## src/rtl/ide_bridge_pkg.sv

```systemverilog
// Package: shared encodings for the IDE register bridge.
// Assumes a register index of 8 bits (12-bit window, 16-byte spacing).
package ide_bridge_pkg;

    typedef enum logic [1:0] {
        SZ_BYTE = 2'd0,
        SZ_HALF = 2'd1,
        SZ_WORD = 2'd2,
        SZ_RSVD = 2'd3
    } acc_size_e;

    typedef enum logic [1:0] {
        TFK_DATA16 = 2'd0,
        TFK_DATA32 = 2'd1,
        TFK_TASK   = 2'd2,
        TFK_CTRL   = 2'd3
    } tf_kind_e;

    typedef enum logic [2:0] {
        SEL_NONE   = 3'd0,
        SEL_DATA   = 3'd1,
        SEL_TASK   = 3'd2,
        SEL_CTRL   = 3'd3,
        SEL_TIMING = 3'd4,
        SEL_IRQ    = 3'd5
    } reg_sel_e;

    localparam logic [7:0] IDX_DATA     = 8'h00;
    localparam logic [7:0] IDX_TASK_LO  = 8'h01;
    localparam logic [7:0] IDX_TASK_HI  = 8'h07;
    localparam logic [7:0] IDX_CTRL_A   = 8'h08;
    localparam logic [7:0] IDX_CTRL_B   = 8'h16;
    localparam logic [7:0] IDX_TIMING   = 8'h20;
    localparam logic [7:0] IDX_IRQ      = 8'h30;

endpackage

```

## src/rtl/ide_addr_decode.sv

```systemverilog
// Module: ide_addr_decode
// Turns one bus request (index, size, direction) into a register select,
// legality flags and task-file strobes. Purely combinational.
// Assumes the caller has already dropped the in-register offset bits.
module ide_addr_decode
    import ide_bridge_pkg::*;
#(
    parameter int IDX_W = 8
) (
    input  logic             req,
    input  logic             we,
    input  logic [IDX_W-1:0] idx,
    input  logic [1:0]       size,
    output reg_sel_e         sel,
    output logic             legal_rd,
    output logic             legal_wr,
    output logic             tf_rd,
    output logic             tf_wr,
    output logic [1:0]       tf_kind,
    output logic [2:0]       tf_idx,
    output logic             timing_wr,
    output logic             irq_wr
);

    logic is_byte, is_half, is_word;

    // Size classification of the current access.
    always_comb begin
        is_byte = (size == SZ_BYTE);
        is_half = (size == SZ_HALF);
        is_word = (size == SZ_WORD);
    end

    // Map the index onto one register group.
    always_comb begin
        sel = SEL_NONE;
        if (idx == IDX_W'(IDX_DATA))
            sel = SEL_DATA;
        else if (idx >= IDX_W'(IDX_TASK_LO) && idx <= IDX_W'(IDX_TASK_HI))
            sel = SEL_TASK;
        else if (idx == IDX_W'(IDX_CTRL_A) || idx == IDX_W'(IDX_CTRL_B))
            sel = SEL_CTRL;
        else if (idx == IDX_W'(IDX_TIMING))
            sel = SEL_TIMING;
        else if (idx == IDX_W'(IDX_IRQ))
            sel = SEL_IRQ;
    end

    // Decide which sizes each group accepts, per direction.
    always_comb begin
        legal_rd = 1'b0;
        legal_wr = 1'b0;
        unique case (sel)
            SEL_DATA: begin
                legal_rd = is_byte | is_half | is_word;
                legal_wr = is_half | is_word;
            end
            SEL_TASK, SEL_CTRL: begin
                legal_rd = is_byte;
                legal_wr = is_byte;
            end
            SEL_TIMING, SEL_IRQ: begin
                legal_rd = is_word;
                legal_wr = is_word;
            end
            default: ;
        endcase
    end

    // Drive task-file strobes and local register write enables.
    always_comb begin
        tf_rd     = 1'b0;
        tf_wr     = 1'b0;
        timing_wr = 1'b0;
        irq_wr    = 1'b0;
        tf_kind   = TFK_DATA16;
        tf_idx    = 3'd0;
        unique case (sel)
            SEL_DATA: tf_kind = is_word ? TFK_DATA32 : TFK_DATA16;
            SEL_TASK: begin
                tf_kind = TFK_TASK;
                tf_idx  = idx[2:0];
            end
            SEL_CTRL: tf_kind = TFK_CTRL;
            default: ;
        endcase
        if (req) begin
            if (sel == SEL_DATA || sel == SEL_TASK || sel == SEL_CTRL) begin
                tf_rd = !we && legal_rd;
                tf_wr = we && legal_wr;
            end
            timing_wr = we && legal_wr && (sel == SEL_TIMING);
            irq_wr    = we && legal_wr && (sel == SEL_IRQ);
        end
    end

endmodule

```

## src/rtl/ide_cfg_reg.sv

```systemverilog
// Module: ide_cfg_reg
// A plain read/write configuration register, cleared by reset.
// Assumes the write enable is already qualified by address and size.
module ide_cfg_reg #(
    parameter int W = 32
) (
    input  logic         clk,
    input  logic         rst_n,
    input  logic         wr_en,
    input  logic [W-1:0] wr_data,
    output logic [W-1:0] q
);

    // Capture write data on a qualified write.
    always_ff @(posedge clk) begin
        if (!rst_n)
            q <= '0;
        else if (wr_en)
            q <= wr_data;
    end

endmodule

```

## src/rtl/ide_irq_latch.sv

```systemverilog
// Module: ide_irq_latch
// Interrupt status word. Line n owns bit W-1-n. A rising input sets the bit
// and a falling input clears it. Lines marked in CLR_MASK may also be cleared
// by software, and a rising edge in the same cycle wins over that clear.
// Assumes inputs are synchronous to clk.
module ide_irq_latch #(
    parameter int            W        = 32,
    parameter int            LINES    = 2,
    parameter logic [LINES-1:0] CLR_MASK = 2'b01
) (
    input  logic             clk,
    input  logic             rst_n,
    input  logic [LINES-1:0] line_in,
    input  logic [LINES-1:0] sw_clr,
    output logic [W-1:0]     stat
);

    logic [LINES-1:0] line_prev;

    // Remember each line for edge detection.
    always_ff @(posedge clk) begin
        if (!rst_n)
            line_prev <= '0;
        else
            line_prev <= line_in;
    end

    for (genvar n = 0; n < LINES; n++) begin : g_line
        localparam int BIT = W - 1 - n;
        logic rise, fall, clr;

        // Edge and clear qualifiers for this line.
        always_comb begin
            rise = line_in[n] & ~line_prev[n];
            fall = ~line_in[n] & line_prev[n];
            clr  = CLR_MASK[n] ? sw_clr[n] : 1'b0;
        end

        // Update this line's status bit, rise taking priority.
        always_ff @(posedge clk) begin
            if (!rst_n)
                stat[BIT] <= 1'b0;
            else if (rise)
                stat[BIT] <= 1'b1;
            else if (fall || clr)
                stat[BIT] <= 1'b0;
        end
    end

    // Bits with no interrupt line stay zero.
    always_comb begin
        stat[W-LINES-1:0] = '0;
    end

endmodule

```

## src/rtl/ide_mmio_bridge.sv

```systemverilog
// Module: ide_mmio_bridge (top)
// Register-bus front end for a two-drive IDE channel. It decodes index and
// size, forwards legal accesses to the task-file port, and holds a timing
// register and an interrupt status word. Read data is registered.
// Assumes tf_rdata is valid in the same cycle as tf_rd.
module ide_mmio_bridge
    import ide_bridge_pkg::*;
#(
    parameter int ADDR_W    = 12,
    parameter int IDX_SHIFT = 4,
    parameter int DATA_W    = 32
) (
    input  logic              clk,
    input  logic              rst_n,
    input  logic              bus_req,
    input  logic              bus_we,
    input  logic [ADDR_W-1:0] bus_addr,
    input  logic [1:0]        bus_size,
    input  logic [DATA_W-1:0] bus_wdata,
    output logic [DATA_W-1:0] bus_rdata,
    output logic              tf_rd,
    output logic              tf_wr,
    output logic [1:0]        tf_kind,
    output logic [2:0]        tf_idx,
    output logic [DATA_W-1:0] tf_wdata,
    input  logic [DATA_W-1:0] tf_rdata,
    input  logic              irq_dma_in,
    input  logic              irq_disk_in,
    output logic              irq_dma_out,
    output logic              irq_disk_out
);

    localparam int IDX_W = ADDR_W - IDX_SHIFT;
    localparam int IRQ_LINES = 2;

    reg_sel_e          sel;
    logic              legal_rd, legal_wr;
    logic              timing_wr, irq_wr;
    logic [DATA_W-1:0] timing_q;
    logic [DATA_W-1:0] irq_stat;
    logic [DATA_W-1:0] rd_val;
    logic [IRQ_LINES-1:0] irq_lines, irq_clr;
    logic              unused_addr_lo;

    // Offset bits inside a register slot play no part in decoding.
    assign unused_addr_lo = ^bus_addr[IDX_SHIFT-1:0];

    ide_addr_decode #(.IDX_W(IDX_W)) u_dec (
        .req       (bus_req),
        .we        (bus_we),
        .idx       (bus_addr[ADDR_W-1:IDX_SHIFT]),
        .size      (bus_size),
        .sel       (sel),
        .legal_rd  (legal_rd),
        .legal_wr  (legal_wr),
        .tf_rd     (tf_rd),
        .tf_wr     (tf_wr),
        .tf_kind   (tf_kind),
        .tf_idx    (tf_idx),
        .timing_wr (timing_wr),
        .irq_wr    (irq_wr)
    );

    ide_cfg_reg #(.W(DATA_W)) u_timing (
        .clk     (clk),
        .rst_n   (rst_n),
        .wr_en   (timing_wr),
        .wr_data (bus_wdata),
        .q       (timing_q)
    );

    // Line 0 is DMA (bit 31, clearable), line 1 is disk (bit 30).
    always_comb begin
        irq_lines = {irq_disk_in, irq_dma_in};
        irq_clr   = {1'b0, irq_wr & bus_wdata[DATA_W-1]};
    end

    ide_irq_latch #(
        .W        (DATA_W),
        .LINES    (IRQ_LINES),
        .CLR_MASK (2'b01)
    ) u_irq (
        .clk     (clk),
        .rst_n   (rst_n),
        .line_in (irq_lines),
        .sw_clr  (irq_clr),
        .stat    (irq_stat)
    );

    // Interrupt lines are forwarded without delay.
    always_comb begin
        irq_dma_out  = irq_dma_in;
        irq_disk_out = irq_disk_in;
    end

    // Write data goes to the drive logic unchanged.
    assign tf_wdata = bus_wdata;

    // Select the read value for the current access.
    always_comb begin
        rd_val = '1;
        if (legal_rd) begin
            unique case (sel)
                SEL_DATA: begin
                    if (bus_size == SZ_BYTE)
                        rd_val = DATA_W'(tf_rdata[7:0]);
                    else if (bus_size == SZ_HALF)
                        rd_val = DATA_W'(tf_rdata[15:0]);
                    else
                        rd_val = tf_rdata;
                end
                SEL_TASK, SEL_CTRL: rd_val = DATA_W'(tf_rdata[7:0]);
                SEL_TIMING:         rd_val = timing_q;
                SEL_IRQ:            rd_val = irq_stat;
                default:            rd_val = '1;
            endcase
        end
    end

    // Register read data on each accepted read.
    always_ff @(posedge clk) begin
        if (!rst_n)
            bus_rdata <= '1;
        else if (bus_req && !bus_we)
            bus_rdata <= rd_val;
    end

endmodule

```

## config.mk

```make
export PLATFORM = sky130hd
export DESIGN_NAME = ide_mmio_bridge
export DESIGN_NICKNAME = d
export VERILOG_FILES = /design/src/rtl/ide_bridge_pkg.sv /design/src/rtl/ide_addr_decode.sv /design/src/rtl/ide_cfg_reg.sv /design/src/rtl/ide_irq_latch.sv /design/src/rtl/ide_mmio_bridge.sv
export SDC_FILE = /design/constraint.sdc
export NUM_CORES = 1
export LEC_CHECK = 0
export BUFFER_PORTS_ARGS = -buffer_cell sky130_fd_sc_hd__buf_2
export CAP_MARGIN = 5
export CORE_UTILIZATION = 25
export CTS_CLUSTER_SIZE = 10
export DETAILED_ROUTE_END_ITERATION = 10
export PLACE_DENSITY_LB_ADDON = 0.2
export RECOVER_POWER = 25
export SETUP_SLACK_MARGIN = 0.5
export SYNTH_ARGS = -nofsm -noshare
export SYNTH_HDL_FRONTEND = slang
export SYNTH_HIERARCHICAL = 1
export SYNTH_SLANG_ARGS = --single-unit
```

## constraint.sdc

```tcl
create_clock -name clk -period 8.1 [get_ports clk]
set_clock_uncertainty 0.1 [all_clocks]
set_input_delay 1.215 -clock clk [delete_from_list [all_inputs] [get_ports clk]]
set_output_delay 1.215 -clock clk [all_outputs]
set_load 0.01 [all_outputs]
```

==> results.py, run 1 <==
metrics = {
    "global_route": {
        "grt_pass1_vias": 3119,
        "grt_overflow_total": 0,
        "pin_count_of_the_biggest_net_entering_global_routing": 40,
        "first_pass_grt_wire_length_um": 16600,
        "number_of_antenna_violations_at_the_first_check_in_global_routing": 0,
        "grt_use_total": 0.135,
    },
    "power": {
        "power.ir.vdd_worst_v": 0.000105,
        "power_density_nw_per_um2": 180,
        "static-leakage-power_uw": 0.00175,
    },
    "clock_tree": {
        "cts.root.buffer_cell": "clkbuf_16",
        "cts-buffers-inserted": 9,
        "post_cts_buffers": 0,
        "ctsHoldBuffers": 0,
        "path_clk_slew_ns": 0.06,
        "ctsHtreeMaxLevel": 3,
        "number_of_sinks_handled_by_clock_tree_synthesis": 68,
        "post_cts_resize_count": 0,
        "insertion_delay_ns": 0.34,
        "clk_path_buf_depth": 2,
        "cts_tree": "done",
    },
    "final_layout": {
        "multi_input_area_um2": 2090,
        "layout-drive-gt1-share": 0.290,
        "layout.nets": 607,
        "num-fill-cells": 1637,
        "most_common_library_cell_in_the_layout_ignoring_fill_and_taps": "buf_2",
        "layout.cells.non_filler": 735,
        "antenna_diode_count": 0,
        "seq_cell_area_um2": 1360,
        "areaGrowthSynthToFinish_pct": 21.2,
        "layout.cells.most_common_list": "119 x buf_2, 68 x dfxtp_1, 64 x mux2i_1",
    },
    "worst_setup_path": {
        "regToRegEndpoint": "bus_rdata[4]",
        "timing_worst_setup_path_type": "primary input to flop",
        "setup.reg_to_reg.worst_slack_ns": 7.03,
        "crit_chain": "buf_2 > or4_4 > or3_1 > o21ai_4 > buf_4 > nor3_1 > a211o_1 > buf_4 > o22a_1",
        "worst-path-max-fanout": 20,
        "crit_path_end_kind": "flop",
        "crit_top_cell": "buf_4",
        "setup.worst_path.start_class": "primary input",
        "cp.buffers_inverters": 3,
        "cp.required_ns": 8.23,
        "worst-path-stages": 9,
        "cpMaxStageDelayCell": "o21ai_4",
        "crit-reg2reg-launch": "u_timing/q[4]",
        "critical_path.max_stage_delay_ns": 0.73,
        "critPathArrivalTime_ns": 4.70,
        "worstRegToRegCells": 3,
        "timing.critical_path.max_delay_family": "compound AO/OA/AOI/OAI gates",
    },
    "place": {
        "detailedPlacementHpwl_um": 7400,
        "gp_congestion": 0.790,
        "port-buffer-count": 152,
        "placed_cells": 719,
    },
    "min_path": {
        "hold_path_depth": 1,
        "timing.hold.worst.class": "flop to flop",
        "worstHoldEndpoint": "bus_rdata[5]",
        "hold_sp": "bus_rdata[5]",
    },
    "timing": {
        "setup_violating_endpoint_count_in_the_final_report": 0,
        "timing.final.crit_share": 0.564,
        "fin_setup_tns_ns": 0,
        "rsz0062_at_grt": "no",
        "report.final.slew_viol_count": 39,
        "worst_slew_margin_rel": -0.159,
        "tightestPinTransition_ns": 1.74,
        "final-hold-violation-count": 0,
        "finalWorstPathRequiredPeriod_ns": 4.57,
        "maxClockFrequency_mhz": 219,
    },
    "drt": {
        "route.detailed.vias_per_inst": 4.33,
        "drt_initial_violations": 116,
        "drcViolationCount": 0,
        "drt_pre_antenna_iters": 4,
        "vias": 3180,
        "antenna_violating_nets_post_route": 0,
        "detail_route.wl_per_cell_um": 14.7,
        "totalWireLength_um": 10800,
    },
    "die": {
        "fp.dieH_um": 128,
        "floorplan.initialDensity": 0.260,
        "floorplan.core_area_um2": 15400,
        "floorplan_die_area_um2": 16500,
        "die_w_um": 128,
        "io_pins": 157,
        "rows": 45,
    },
    "synth": {
        "post_synthesis_cell_area_um2": 3990,
        "synth_cells": 413,
        "yosys_warnings": 6,
        "avgSynthCellArea_um2": 9.67,
    },
    "run": {
        "max_cap_violations": 1,
    },
    "run_status": {
        "violations": "capacitance limit, slew limit",
        "run_status": "complete, but fails checks",
    },
}
state kept, by name, summed over array words and instances, names as in the netlist:
name and flops:
u_irq/line_prev 2, u_irq/stat 2, u_timing/q 32, bus_rdata 32
per-layer routing:
| layer | track usage | vias up | share of wire |
|---|---|---|---|
| li1 | - | 1599 | - |
| met1 | 0.159 | 1467 | 0.45 |
| met2 | 0.235 | 106 | 0.48 |
| met3 | 0.0420 | 8 | 0.065 |
| met4 | 0.0394 | 0 | 0.011 |
| met5 | 0 | - | 0 |
metrics by stage:
stage | power, uW | setup WS [ns] | utilization | hold WS, ns | cell area (um^2)
finish | 871 | 3.53 | 0.315 | 0.371 | 4840
global route | 911 | 3.37 | 0.315 | 0.397 | 4840
CTS | 889 | 3.48 | 0.318 | 0.375 | 4880
detailed placement | 416 | 3.11 | 0.295 | 0.360 | 4530
global placement | 416 | 3.14 | 0.295 | 0.353 | 4530
floorplan | 396 | 4.12 | - | 0.382 | 4100
where the power goes:
part / total (uW) / internal [uW] / switching, uW
registers: 336 / 336 / 0.492
clock network: 463 / 309 / 154
logic: 71.9 / 32.3 / 39.5
total: 871 / 677 / 194
how the worst max path moves through the flow:
stage,from,end
after global routing,bus_addr[6],bus_rdata[22]
after CTS,bus_addr[6],bus_rdata[22]
final,bus_addr[6],bus_rdata[13]
after detailed placement,bus_addr[6],bus_rdata[30]
after floorplan,bus_addr[6],tf_wr
after global placement,bus_addr[6],bus_rdata[24]
final cells by class:
cell class | count | share of cell area
sequential | 68 | 0.281
inverter | 6 | 0.00465
tap | 211 | 0.0545
clock inverter | 6 | 0.0230
multi-input combinational | 278 | 0.432
timing repair buffer | 156 | 0.155
clock buffer | 10 | 0.0494
(Power assumes the default switching activity.)
==> inputs of run 2 (changes only) <==
Settings changed: ABC_AREA set to 1.
Clock period 8.1 ns to 4.26 ns, I/O delays scaled along.
==> results.py, run 2 <==
metrics = {
    "run_status": {
        "run_status": "finished clean",
    },
    "clock_tree": {
        "insertion_delay_ns": 0.34,
        "number_of_sinks_handled_by_clock_tree_synthesis": 68,
        "clk_path_buf_depth": 2,
        "post_cts_resize_count": 0,
        "path_clk_slew_ns": 0.05,
        "cts-buffers-inserted": 9,
        "post_cts_buffers": 0,
        "cts.root.buffer_cell": "clkbuf_16",
        "ctsHoldBuffers": 0,
        "cts_tree": "done",
        "ctsHtreeMaxLevel": 3,
    },
    "timing": {
        "final-hold-violation-count": 0,
        "rsz0062_at_grt": "no",
        "report.final.slew_viol_count": 0,
        "tightestPinTransition_ns": 1.05,
        "whs_ns": 0.363,
        "timing.final.crit_share": 0.633,
        "worst_slew_margin_rel": 0.296,
        "finalWorstPathRequiredPeriod_ns": 2.70,
        "maxClockFrequency_mhz": 371,
        "fin_setup_tns_ns": 0,
        "setup_violating_endpoint_count_in_the_final_report": 0,
    },
    "min_path": {
        "hold_sp": "bus_rdata[7]",
        "worstHoldEndpoint": "bus_rdata[7]",
        "timing.hold.worst.class": "flop to flop",
        "hold_path_depth": 2,
    },
    "power": {
        "switching_part_of_the_total_power": 0.261,
        "power_report.internal_total_uw": 1180,
        "reg_power_frac": 0.416,
        "power.switching_uw": 419,
        "static-leakage-power_uw": 0.00260,
        "comb_power_share": 0.125,
        "clock_power_share": 0.459,
        "power_density_nw_per_um2": 299,
        "power.ir.vdd_worst_v": 0.000149,
    },
    "worst_setup_path": {
        "worstRegToRegCells": 6,
        "worst-path-max-fanout": 24,
        "regToRegEndpoint": "bus_rdata[8]",
        "critical_path.max_stage_delay_ns": 0.57,
        "crit_top_cell": "nand2_1",
        "setup.reg_to_reg.worst_slack_ns": 3.24,
        "setup.worst_path.start_class": "primary input",
        "crit-reg2reg-launch": "u_timing/q[8]",
        "crit_chain": "buf_2 > nor2_4 > nand3_4 > nor3_4 > buf_4 > nand2_1 > nand3_1 > buf_4 > o21ai_2 > a21boi_4 > nand2_1 > nand2_1 > nand2_1",
        "timing.critical_path.max_delay_family": "simple AND/OR/NAND/NOR gates",
        "critPathArrivalTime_ns": 2.82,
        "cpMaxStageDelayCell": "a21boi_4",
        "cp.buffers_inverters": 3,
        "crit_path_end_kind": "flop",
        "timing_worst_setup_path_type": "primary input to flop",
        "cp.required_ns": 4.39,
    },
    "global_route": {
        "number_of_antenna_violations_at_the_first_check_in_global_routing": 0,
        "grt_use_total": 0.135,
        "pin_count_of_the_biggest_net_entering_global_routing": 51,
        "grt_pass1_vias": 3728,
        "first_pass_grt_wire_length_um": 19500,
        "grt_overflow_total": 0,
    },
    "drt": {
        "drcViolationCount": 0,
        "drt_pre_antenna_iters": 4,
        "drt_initial_violations": 186,
        "detail_route.wl_per_cell_um": 11.7,
        "totalWireLength_um": 12700,
        "antenna_violating_nets_post_route": 0,
        "route.detailed.vias_per_inst": 3.99,
        "vias": 4341,
    },
    "final_layout": {
        "layout.cells.most_common_list": "242 x nand2_1, 141 x nor2_1, 120 x buf_2",
        "layout.nets": 941,
        "largest_registers": "bus_rdata x32, u_timing/q x32",
        "most_common_library_cell_in_the_layout_ignoring_fill_and_taps": "nand2_1",
        "antenna_diode_count": 0,
        "areaGrowthSynthToFinish_pct": 16.4,
        "layout-drive-gt1-share": 0.199,
    },
    "synth": {
        "post_synthesis_cell_area_um2": 4600,
        "synth_cells": 756,
        "avgSynthCellArea_um2": 6.08,
        "yosys_warnings": 6,
    },
    "die": {
        "floorplan.core_area_um2": 18000,
        "io_pins": 157,
        "floorplan_die_area_um2": 18900,
        "die_w_um": 138,
        "fp.dieH_um": 138,
        "floorplan.initialDensity": 0.255,
        "rows": 49,
    },
    "place": {
        "gp_congestion": 0.777,
        "port-buffer-count": 152,
        "detailedPlacementHpwl_um": 9410,
    },
    "run": {
        "max_cap_violations": 0,
    },
}
==> run 2: cell type report <==
| cell class | count | area, um^2 |
|---|---|---|
| clock buffers | 9 | 225 |
| clock inverters | 7 | 67.6 |
| fillers | 2093 | 12700 |
| inverters | 72 | 270 |
| multi-input cells | 540 | 2350 |
| flip-flops and latches | 68 | 1360 |
| well taps | 229 | 287 |
| repair buffers | 162 | 796 |
==> run 2: metal layers <==
metal,global-route usage,share of wire
met4,0.0568,0.016
met1,0.207,0.56
met5,0,0
met2,0.181,0.38
met3,0.0206,0.047
==> run 2: stage by stage <==
| stage | total power, uW | utilization | std cells | setup WS, ns | instance area [um^2] |
|---|---|---|---|---|---|
| after floorplan | 830 | - | 785 | 2.02 | 4710 |
| final | 1600 | 0.297 | 1087 | 1.56 | 5360 |
| after CTS | 1640 | 0.299 | 1087 | 1.52 | 5400 |
| after detailed placement | 888 | 0.283 | 1071 | 1.16 | 5100 |
| after global routing | 1680 | 0.297 | 1087 | 1.34 | 5360 |
| after global placement | 888 | 0.283 | 1071 | 1.17 | 5100 |
==> run 2: worst max path at each step <==
stage,end,cells after the start,start
2_1_floorplan,tf_wr,7,bus_addr[5]
3_3_place_gp,bus_rdata[26],13,bus_addr[5]
3_5_place_dp,bus_rdata[9],13,bus_addr[5]
4_1_cts,bus_rdata[9],13,bus_addr[5]
5_1_grt,bus_rdata[27],13,bus_addr[5]
6_report,bus_rdata[9],13,bus_addr[5]
==> run 2: worst register-to-register path, stage by stage, from the launching register on <==
cell	delay, ns
dfxtp_1	0.30
nand3_1	0.07
nand2_1	0.08
nor2_1	0.15
nand2_1	0.07
nand2_1	0.08
nand2_1	0.05
==> run 2: power by group through the flow <==
stage | combinational, uW | clock (uW) | sequential, uW
after floorplan | 142 | 0 | 688
after global placement | 207 | 0 | 681
after detailed placement | 207 | 0 | 681
after CTS | 208 | 761 | 667
after global routing | 229 | 779 | 670
final | 200 | 735 | 667
